--- src/rtl/rbp_pkg.sv ---
package rbp_pkg;

    // Handshake sequencer states
    typedef enum logic [2:0] {
        HS_IDLE     = 3'd0,
        HS_WAIT_HI  = 3'd1,
        HS_DRIVE_HI = 3'd2,
        HS_WAIT_LO  = 3'd3,
        HS_DRIVE_LO = 3'd4
    } hs_state_e;

    function automatic logic hs_is_drive(hs_state_e s);
        return (s == HS_DRIVE_HI) || (s == HS_DRIVE_LO);
    endfunction

endpackage

--- src/rtl/rbp_byte_pack.sv ---
// Splits a result into its bus-wide low and high bytes.
module rbp_byte_pack #(
    parameter int MAG_W = 12,
    parameter int BUS_W = 8
) (
    input  logic [MAG_W-1:0] mag_i,
    input  logic             pol_i,
    input  logic             ovr_i,
    output logic [BUS_W-1:0] lo_byte_o,
    output logic [BUS_W-1:0] hi_byte_o
);
    localparam int HI_MAG  = MAG_W - BUS_W;
    localparam int HI_USED = HI_MAG + 2;

    generate
        if (HI_MAG < 1 || HI_USED > BUS_W) begin : g_bad_width
            $error("rbp_byte_pack: magnitude and flags do not fit two bytes");
        end
    endgenerate

    always_comb begin
        lo_byte_o                 = mag_i[BUS_W-1:0];
        hi_byte_o                 = '0;
        hi_byte_o[HI_MAG-1:0]     = mag_i[MAG_W-1:BUS_W];
        hi_byte_o[HI_MAG]         = ovr_i;
        hi_byte_o[HI_MAG+1]       = pol_i;
    end

endmodule

--- src/rtl/rbp_mode_arm.sv ---
// Remembers a rising edge of the mode input until a transfer consumes it.
module rbp_mode_arm (
    input  logic clk_i,
    input  logic rst_ni,
    input  logic mode_i,
    input  logic start_i,
    output logic armed_o
);
    typedef struct packed {
        logic mode_prev;
        logic armed;
    } arm_t;

    arm_t st_d, st_q;

    always_comb begin
        st_d           = st_q;
        st_d.mode_prev = mode_i;
        st_d.armed     = (st_q.armed | (mode_i & ~st_q.mode_prev)) & ~start_i;
    end

    always_ff @(posedge clk_i) begin
        if (!rst_ni) st_q <= '0;
        else         st_q <= st_d;
    end

    assign armed_o = st_q.armed;

endmodule

--- src/rtl/rbp_hs_seq.sv ---
// Two-byte handshake sender: high byte, then low byte, each gated by send.
module rbp_hs_seq
    import rbp_pkg::*;
#(
    parameter int BUS_W = 8
) (
    input  logic             clk_i,
    input  logic             rst_ni,
    input  logic             start_i,
    input  logic             send_i,
    input  logic [BUS_W-1:0] hi_byte_i,
    input  logic [BUS_W-1:0] lo_byte_i,
    output logic             drive_o,
    output logic [BUS_W-1:0] byte_o,
    output logic             busy_o,
    output logic             idle_o
);
    typedef struct packed {
        hs_state_e        state;
        logic [BUS_W-1:0] hi;
        logic [BUS_W-1:0] lo;
    } seq_t;

    seq_t st_d, st_q;

    always_comb begin
        st_d = st_q;
        unique case (st_q.state)
            HS_IDLE: begin
                if (start_i) begin
                    st_d.state = HS_WAIT_HI;
                    st_d.hi    = hi_byte_i;
                    st_d.lo    = lo_byte_i;
                end
            end
            HS_WAIT_HI:  if (send_i) st_d.state = HS_DRIVE_HI;
            HS_DRIVE_HI: st_d.state = HS_WAIT_LO;
            HS_WAIT_LO:  if (send_i) st_d.state = HS_DRIVE_LO;
            HS_DRIVE_LO: st_d.state = HS_IDLE;
            default:     st_d.state = HS_IDLE;
        endcase
    end

    always_ff @(posedge clk_i) begin
        if (!rst_ni) begin
            st_q.state <= HS_IDLE;
            st_q.hi    <= '0;
            st_q.lo    <= '0;
        end else begin
            st_q <= st_d;
        end
    end

    always_comb begin
        drive_o = hs_is_drive(st_q.state);
        byte_o  = '0;
        if (st_q.state == HS_DRIVE_HI) byte_o = st_q.hi;
        if (st_q.state == HS_DRIVE_LO) byte_o = st_q.lo;
        busy_o  = (st_q.state != HS_IDLE);
        idle_o  = (st_q.state == HS_IDLE);
    end

endmodule

--- src/rtl/result_byte_port.sv ---
// Result latch, direct byte reads and handshake transfers onto one bus.
module result_byte_port #(
    parameter int MAG_W = 12,
    parameter int BUS_W = 8
) (
    input  logic             clk_i,
    input  logic             rst_ni,
    input  logic             mode_i,
    input  logic             chip_sel_i,
    input  logic             lo_en_i,
    input  logic             hi_en_i,
    input  logic             send_i,
    input  logic             result_valid_i,
    input  logic [MAG_W-1:0] result_mag_i,
    input  logic             result_pol_i,
    input  logic             result_ovr_i,
    output logic [BUS_W-1:0] bus_o,
    output logic             bus_oe_o,
    output logic             hs_busy_o
);
    typedef struct packed {
        logic [MAG_W-1:0] mag;
        logic             pol;
        logic             ovr;
        logic             dir_oe;
        logic [BUS_W-1:0] dir_bus;
    } port_t;

    port_t st_d, st_q;

    logic [BUS_W-1:0] held_lo, held_hi, new_lo, new_hi;
    logic             armed, start;
    logic             seq_drive, seq_busy, seq_idle;
    logic [BUS_W-1:0] seq_byte;

    rbp_byte_pack #(.MAG_W(MAG_W), .BUS_W(BUS_W)) u_pack_held (
        .mag_i     (st_q.mag),
        .pol_i     (st_q.pol),
        .ovr_i     (st_q.ovr),
        .lo_byte_o (held_lo),
        .hi_byte_o (held_hi)
    );

    rbp_byte_pack #(.MAG_W(MAG_W), .BUS_W(BUS_W)) u_pack_new (
        .mag_i     (result_mag_i),
        .pol_i     (result_pol_i),
        .ovr_i     (result_ovr_i),
        .lo_byte_o (new_lo),
        .hi_byte_o (new_hi)
    );

    rbp_mode_arm u_arm (
        .clk_i   (clk_i),
        .rst_ni  (rst_ni),
        .mode_i  (mode_i),
        .start_i (start),
        .armed_o (armed)
    );

    assign start = seq_idle & result_valid_i & (mode_i | armed);

    rbp_hs_seq #(.BUS_W(BUS_W)) u_seq (
        .clk_i     (clk_i),
        .rst_ni    (rst_ni),
        .start_i   (start),
        .send_i    (send_i),
        .hi_byte_i (new_hi),
        .lo_byte_i (new_lo),
        .drive_o   (seq_drive),
        .byte_o    (seq_byte),
        .busy_o    (seq_busy),
        .idle_o    (seq_idle)
    );

    always_comb begin
        st_d         = st_q;
        st_d.dir_oe  = 1'b0;
        st_d.dir_bus = '0;
        if (result_valid_i) begin
            st_d.mag = result_mag_i;
            st_d.pol = result_pol_i;
            st_d.ovr = result_ovr_i;
        end
        if (seq_idle && !start && chip_sel_i) begin
            if (hi_en_i) begin
                st_d.dir_oe  = 1'b1;
                st_d.dir_bus = held_hi;
            end else if (lo_en_i) begin
                st_d.dir_oe  = 1'b1;
                st_d.dir_bus = held_lo;
            end
        end
    end

    always_ff @(posedge clk_i) begin
        if (!rst_ni) st_q <= '0;
        else         st_q <= st_d;
    end

    always_comb begin
        bus_oe_o  = seq_drive | st_q.dir_oe;
        bus_o     = seq_drive ? seq_byte : (st_q.dir_oe ? st_q.dir_bus : '0);
        hs_busy_o = seq_busy;
    end

endmodule

--- config.mk ---
export PLATFORM = sky130hd
export DESIGN_NAME = result_byte_port
export DESIGN_NICKNAME = d
export VERILOG_FILES = /design/src/rtl/rbp_pkg.sv /design/src/rtl/rbp_byte_pack.sv /design/src/rtl/rbp_mode_arm.sv /design/src/rtl/rbp_hs_seq.sv /design/src/rtl/result_byte_port.sv
export SDC_FILE = /design/constraint.sdc
export NUM_CORES = 1
export LEC_CHECK = 0
export BUFFER_PORTS_ARGS = -buffer_cell sky130_fd_sc_hd__buf_2
export CAP_MARGIN = 15
export CORE_MARGIN = 2
export CORE_UTILIZATION = 54
export CTS_CLUSTER_DIAMETER = 200
export DETAILED_ROUTE_END_ITERATION = 7
export GPL_TIMING_DRIVEN = 0
export PLACE_DENSITY = 0.78
export SLEW_MARGIN = 20
export SYNTH_ARGS = -nofsm -noshare
export SYNTH_HDL_FRONTEND = slang
export SYNTH_SLANG_ARGS = --single-unit
--- constraint.sdc ---
create_clock -name clk_i -period 1.6 [get_ports clk_i]
set_clock_uncertainty 0.05 [all_clocks]
set_input_delay 0.32 -clock clk_i [delete_from_list [all_inputs] [get_ports clk_i]]
set_output_delay 0.32 -clock clk_i [all_outputs]
set_load 0.03 [all_outputs]
Word-level counts from Yosys, hierarchy flattened
Cells that the tools add are included.
Cells by class
  bitwise gates (word level): 12
  reductions and logical operators: 10
  equality and inequality tests: 7
  muxes and demuxes: 10
Operator list (number)
  $mux W8: 3
  $mux W19: 1
  $mux W9: 2
  $pmux W3 S4: 1
  $eq A3 B2 Y1 const B: 2
  $mux W3: 2
  $mux W6: 1
  $ne A2 B2 Y1 const B: 3
  $not A1 Y1: 5
  $and A1 B1 Y1: 4
  $reduce_and A2 Y1: 2
  $reduce_or A4 Y1: 1
  $eq A3 B1 Y1 const B: 1
  $eq A3 B3 Y1 const B: 1
  $logic_not A3 Y1: 1
  $or A1 B1 Y1: 3
  $reduce_and A3 Y1: 1
  $reduce_bool A3 Y1: 1
  $logic_and A1 B1 Y1: 2
  $logic_not A1 Y1: 1
  $logic_or A1 B1 Y1: 1
Storage, ports and cells
  word-level logic and storage cells: 50
  flip-flop bits (word level): 42
  bits of input ports: 22
  output and inout port bits: 10

Depth between registers and ports, before layout
  depth after elaboration: 8
  depth in mapped cells: 5
  mapped depth without buffers: 4

Cells and area by module
A second synthesis with hierarchy kept.
Unflattened totals
  cells, all modules: 255
  area, all modules: 2383.5 µm²
Modules (own cells, without submodules)
  result_byte_port: area each 1088.5 µm², times used 1, cells an instance 100
  rbp_hs_seq: area each 979.7 µm², times used 1, cells an instance 115
  rbp_byte_pack: area each 123.9 µm², times used 2, cells an instance 17
  rbp_mode_arm: area each 67.6 µm², times used 1, cells an instance 6

Worst setup path before layout
OpenSTA, ideal clock, no wires.
  path type: register to output
  start: reg u_seq.st_q[17] (netlist name)
  end: out bus_o[0]
  stages on the path, launching flop included: 4
  arrival time: 1.576 ns
  slack: -0.346 ns
  data required time: 1.230 ns
  path buffers: 0
  cell sequence: dfxtp_1 -> nor3b_2 -> or2_2 -> o21ai_0
On the way
  longest elaborated chain between the ends: 4
Ends and longest elaborated chain
  start: declaration: RTL line rbp_hs_seq.sv:24  | seq_t st_d, st_q;
  start signal: assignment: RTL line rbp_hs_seq.sv:50  | st_q <= st_d;
  $eq A3 B2 Y1: RTL line rbp_pkg.sv:13, rbp_hs_seq.sv:57
  $mux W6: RTL line rbp_hs_seq.sv:57  | if (st_q.state == HS_DRIVE_HI) byte_o = st_q.hi;
  $mux W8: RTL line rbp_hs_seq.sv:58  | if (st_q.state == HS_DRIVE_LO) byte_o = st_q.lo;
  $mux W8 (*): RTL line result_byte_port.sv:102  | bus_o = seq_drive ? seq_byte : (st_q.dir_oe ? st_q.dir_bus : '0);
  end: declaration: RTL line result_byte_port.sv:17  | output logic [BUS_W-1:0] bus_o,
Every way passes the cells marked *; elsewhere a longest branch is shown, timed or not.

Worst setup path in the final report
  start: reg u_seq.st_q[17] (netlist name)
  end: out bus_o[6]
On the way
  longest elaborated chain between the ends: 3
Ends and longest elaborated chain (RTL line)
  $eq A3 B3 Y1 / $eq A3 B2 Y1 (equally long branches): rbp_pkg.sv:13, rbp_hs_seq.sv:58, rbp_hs_seq.sv:57
  $mux W8 / $logic_or A1 B1 Y1 (equally long branches): rbp_hs_seq.sv:58, rbp_pkg.sv:13
  $mux W8 (*): result_byte_port.sv:102
Marks and branches as above.

==> tab_implementation.tex <==
\begin{tabular}{lr}
\hline
Metric & Value \\
\hline
\multicolumn{2}{l}{\textbf{Clock network}} \\
\quad Clock buffers created by TritonCTS & 5 \\
\quad Number of buffers between clock root and the deepest sink & 2 \\
\quad Clock slew at the register clock pins of the worst setup and hold paths & 0.12 ns \\
\quad Clock Sink Count & 42 \\
\quad Insertion delay to the later sink of the worst-skew pair & 0.35 ns \\
\quad CTS hold repair buffers & 0 \\
\quad Buffer type at the clock tree root & clkbuf\_4 \\
\quad TritonCTS clock tree & built \\
\quad Max H-tree Level & 2 \\
\multicolumn{2}{l}{\textbf{STA}} \\
\quad Setup TNS after final layout & -2.49 ns \\
\quad Setup WS post-layout & -0.283 ns \\
\quad Part of the cycle the worst path needs & 1.18 \\
\quad Unrepaired setup endpoints after global routing & yes \\
\quad Least-Margin Pin Slew & $\sim$0.42 ns \\
\quad Number of max-slew violations in the final report & 0 \\
\quad Final Hold Vio Count & 0 \\
\quad Max Clk Rate & around 0.53 GHz \\
\quad Setup Viol. Count Final & 10 \\
\quad Post-route minimum period & approximately 1.9 ns \\
\quad Max-Slew Margin vs Limit & 0.718 \\
\multicolumn{2}{l}{\textbf{Synth}} \\
\quad Top cells by area in the synthesized netlist & dfxtp\_1 47\%, mux2i\_1 16\%, nand2\_1 9.5\% \\
\quad Area leader, netlist & dfxtp\_1 \\
\quad Share of the synthesized netlist area taken by xor and xnor gates & 0.00491 \\
\quad Top cell type's share of synthesized area & 0.471 \\
\quad Post-synthesis share of cell area spent on full adders, half adders and majority gates & 0 \\
\quad Synthesized flop and latch total & 42 \\
\quad Syn avg cell area & 9.34 sq um \\
\quad Synthesized Nets & between 200 and 250 \\
\quad Mapped Cells & approximately 190 \\
\quad Largest family of logic cells by synthesized area & simple AND/OR/NAND/NOR gates \\
\quad Synth unique cells & 27 \\
\quad Mux share of post-synthesis cell area & 0.157 \\
\quad Synthesized area & 1780 sq um \\
\quad Synth warnings & 0 \\
\quad Fraction of the mapped netlist area in compound gates & 0.0750 \\
\quad Post-synthesis sequential area ratio & 0.471 \\
\quad Post-synthesis share of cell area spent on and, or, nand and nor gates & 0.252 \\
\multicolumn{2}{l}{\textbf{Power and ir drop}} \\
\quad Switching power share of the total & 0.257 \\
\quad Worst IR Drop VDD & $\sim$0.77 mV \\
\quad P per Cell Area & 966 nW/um\^{}2 \\
\quad Clock network fraction of design power & 0.315 \\
\quad Fraction of power consumed by sequential logic & 0.517 \\
\quad Pleak & 0.947 nW \\
\quad Sum of internal, switching and leakage power & about 2.2 mW \\
\quad Combinational share of power & 0.169 \\
\quad Int Pwr & approximately 1.6 mW \\
\quad Reported net switching power & 0.570 mW \\
\multicolumn{2}{l}{\textbf{Place}} \\
\quad Final HPWL DP & just under 3000 um \\
\quad Total of buffers placed on input and output ports & 28 \\
\quad Place WS & -0.395 ns \\
\quad Placer's final routability congestion estimate & between 0.7 and 0.8 \\
\quad Placement Cell Area & approximately 2000 sq um \\
\multicolumn{2}{l}{\textbf{Setup path}} \\
\quad Worst endpoint required time & about 1.2 ns \\
\quad Number of cells on the worst reg-to-reg path & 5 \\
\quad Category of the critical setup timing path & reg -> out \\
\quad Worst-path cell chain & nor3b\_4, buf\_4, nand3b\_1, o21ai\_1, buf\_4 \\
\quad Cell type with the highest occurrence count on the critical path & buf\_4 \\
\quad Reg2reg start & u\_seq.st\_q[16] \\
\quad Library cell contributing the largest single delay on the critical path & dfxtp\_4 \\
\quad CP Data Arrival Time & 1.51 ns \\
\quad Endpoint of the most critical register-to-register path & st\_q[7] \\
\quad Worst reg2reg setup slack & roughly 0.020 ns \\
\quad Critical path's largest stage delay & approximately 0.38 ns \\
\quad Kind of launch point of the worst setup path & flop \\
\quad Top fanout value on the critical path & 4 \\
\quad Critical Path End Type & primary output \\
\multicolumn{2}{l}{\textbf{GRT}} \\
\quad Leftover overflow at the end of global routing & 0 \\
\quad Global routing met2 resource utilization & 0.403 \\
\quad Overall global routing resource usage & 0.254 \\
\quad GR met3 Demand/Resource & 0.0714 \\
\quad Pin count of the biggest net entering global routing & 13 \\
\quad Global-route met1 utilization & 0.332 \\
\quad Number of antenna violations at the first check in global routing & 0 \\
\quad Number of global-route vias before repair & approximately 1,400 \\
\quad Global-route wire length before repair & 6760 um \\
\quad Most Crowded Layer GR & met2 \\
\multicolumn{2}{l}{\textbf{Floorplan}} \\
\quad Effective utilization at floorplan & 0.575 \\
\quad Count of boundary I/O pins & 32 \\
\quad Vertical die dimension & approximately 60 um \\
\quad Site row count & 20 \\
\quad Area inside the core boundary & approximately 3100 sq um \\
\quad Full die area & approximately 3800 sq um \\
\quad Width of the chip & 61.5 um \\
\multicolumn{2}{l}{\textbf{Cells and area}} \\
\quad Number of antenna cells inserted & 0 \\
\quad Fraction of layout cells with a size suffix above 1 & 0.300 \\
\quad Layout overhead on the synthesized area & 28.5\% \\
\quad Number of nets in the final layout & around 260 \\
\quad Post-route standard cell area excluding fillers & approximately 2300 sq um \\
\quad Fillers & about 270 \\
\multicolumn{2}{l}{\textbf{Routing}} \\
\quad DRC errors left & 0 \\
\quad Routed vias & between 1,000 and 1,500 \\
\quad First DRT Iteration DRCs & between 80 and 90 \\
\quad Post-DR wirelength/cell & about 15 um \\
\quad Number of vias per cell & 5.25 \\
\quad Pre-antenna DRT Iters & 4 \\
\quad Total detailed-routing wirelength & approximately 4300 um \\
\quad Post-DRT Antenna Nets & 0 \\
\multicolumn{2}{l}{\textbf{Flow run}} \\
\quad Count of max-cap constraint violations & 0 \\
\multicolumn{2}{l}{\textbf{Min path}} \\
\quad Worst hold path endpoint & u\_seq.st\_q[13] \\
\quad Start point of the worst min-delay path & result\_pol\_i \\
\quad Worst Hold Class & in -> reg \\
\quad Hold Path Cell Cnt & 3 \\
\multicolumn{2}{l}{\textbf{Status}} \\
\quad Result of the run & complete, but fails checks \\
\quad Violated checks & setup timing \\
\hline
\end{tabular}
-- synth_stat cells (all sizes together) --
cell / n
buf: 7
or3: 1
nand2: 45
o21ai: 10
or2: 1
dfxtp: 42
nor3: 2
a22oi: 6
nor2: 4
nor2b: 16
xnor2: 1
and2: 2
mux2i: 28
and4: 1
nand3b: 8
inv: 1
clkbuf: 5
a21oi: 7
nor4bb: 1
nand4: 1
nor3b: 2
-- registers in the layout, indices dropped and copies added (netlist names) --
| signal | flops |
|---|---|
| st_q | 23 |
| u_arm.armed_o | 1 |
| u_arm.st_q | 1 |
| u_seq.st_q | 17 |
-- per-stage QoR --
step	util	hold slack, ns	instances
final	0.739	0.162	281
after global routing	0.739	0.148	281
after CTS	0.721	0.144	275
after detailed placement	0.643	0.396	263
after global placement	0.643	0.381	263
after floorplan	-	0.346	191
-- routing by layer --
metal  routed length (um)  share of wire
met1                 1860           0.43
met2                 2110           0.49
met5                    0              0
met4                   83          0.019
met3                  272          0.063
-- logic make-up (layout without fill, tap and decap cells) --
family / count (synthesis) / after routing
compound gates: 23 / 23
flops: 42 / 42
xor+xnor: 1 / 1
simple gates: 84 / 84
mux: 28 / 28
buf+inv: 13 / 59
-- layout by cell type (no fill, tap or decap), types with 5 or more instances in the layout --
master and count:
o21ai_2 7, clkbuf_4 5, mux2i_1 28, dfxtp_1 39, buf_6 11, clkbuf_1 5, a22oi_1 6, nand3b_1 8
nor2b_1 16, buf_4 12, buf_2 21, nand2_1 45, a21oi_1 7
-- timing repair --
action,CTS,global route
pin swaps,7,4
setup endpoints to repair,11,20
gates resized for setup,36,1
setup buffers,5,7
-- worst max-delay path by stage --
stage,startpoint,to,slack (ns),cells past startpoint
finish,u_seq.st_q[17],bus_o[6],-0.28,5
global route,u_seq.st_q[18],bus_o[0],-0.34,5
CTS,u_seq.st_q[17],bus_o[2],-0.28,4
detailed placement,u_seq.st_q[17],bus_o[0],-0.40,4
global placement,u_seq.st_q[17],bus_o[0],-0.32,4
floorplan,u_seq.st_q[17],bus_o[0],-0.16,3
-- power groups by stage --
stage	clock network, mW	registers (mW)	logic (mW)
2_1_floorplan	0	1.16	0.215
4_1_cts	0.705	1.14	0.341
3_5_place_dp	0	1.17	0.294
5_1_grt	0.739	1.15	0.400
6_report	0.697	1.14	0.373
3_3_place_gp	0	1.16	0.285
-- critical path, delay by kind of cell (launching register included) --
| family | cells | cell delay [ns] |
|---|---|---|
| buffers and inverters | 2 | 0.33 |
| flip-flops | 1 | 0.38 |
| AND/OR/NAND/NOR | 2 | 0.30 |
| AO/OA/AOI/OAI | 1 | 0.15 |
-- area by class of cell --
cell class / instances / area [sq um] / area share
Timing Repair Buffer: 40 / 293 / 0.128
Tap cell: 44 / 55.1 / 0.0240
Multi-Input combinational cell: 136 / 940 / 0.410
Clock inverter: 1 / 30.0 / 0.0131
Buffer: 11 / 68.8 / 0.0300
Clock buffer: 6 / 51.3 / 0.0224
Inverter: 1 / 3.75 / 0.00164
Sequential cell: 42 / 852 / 0.372
No activity file was read; power rests on OpenSTA's default activity.
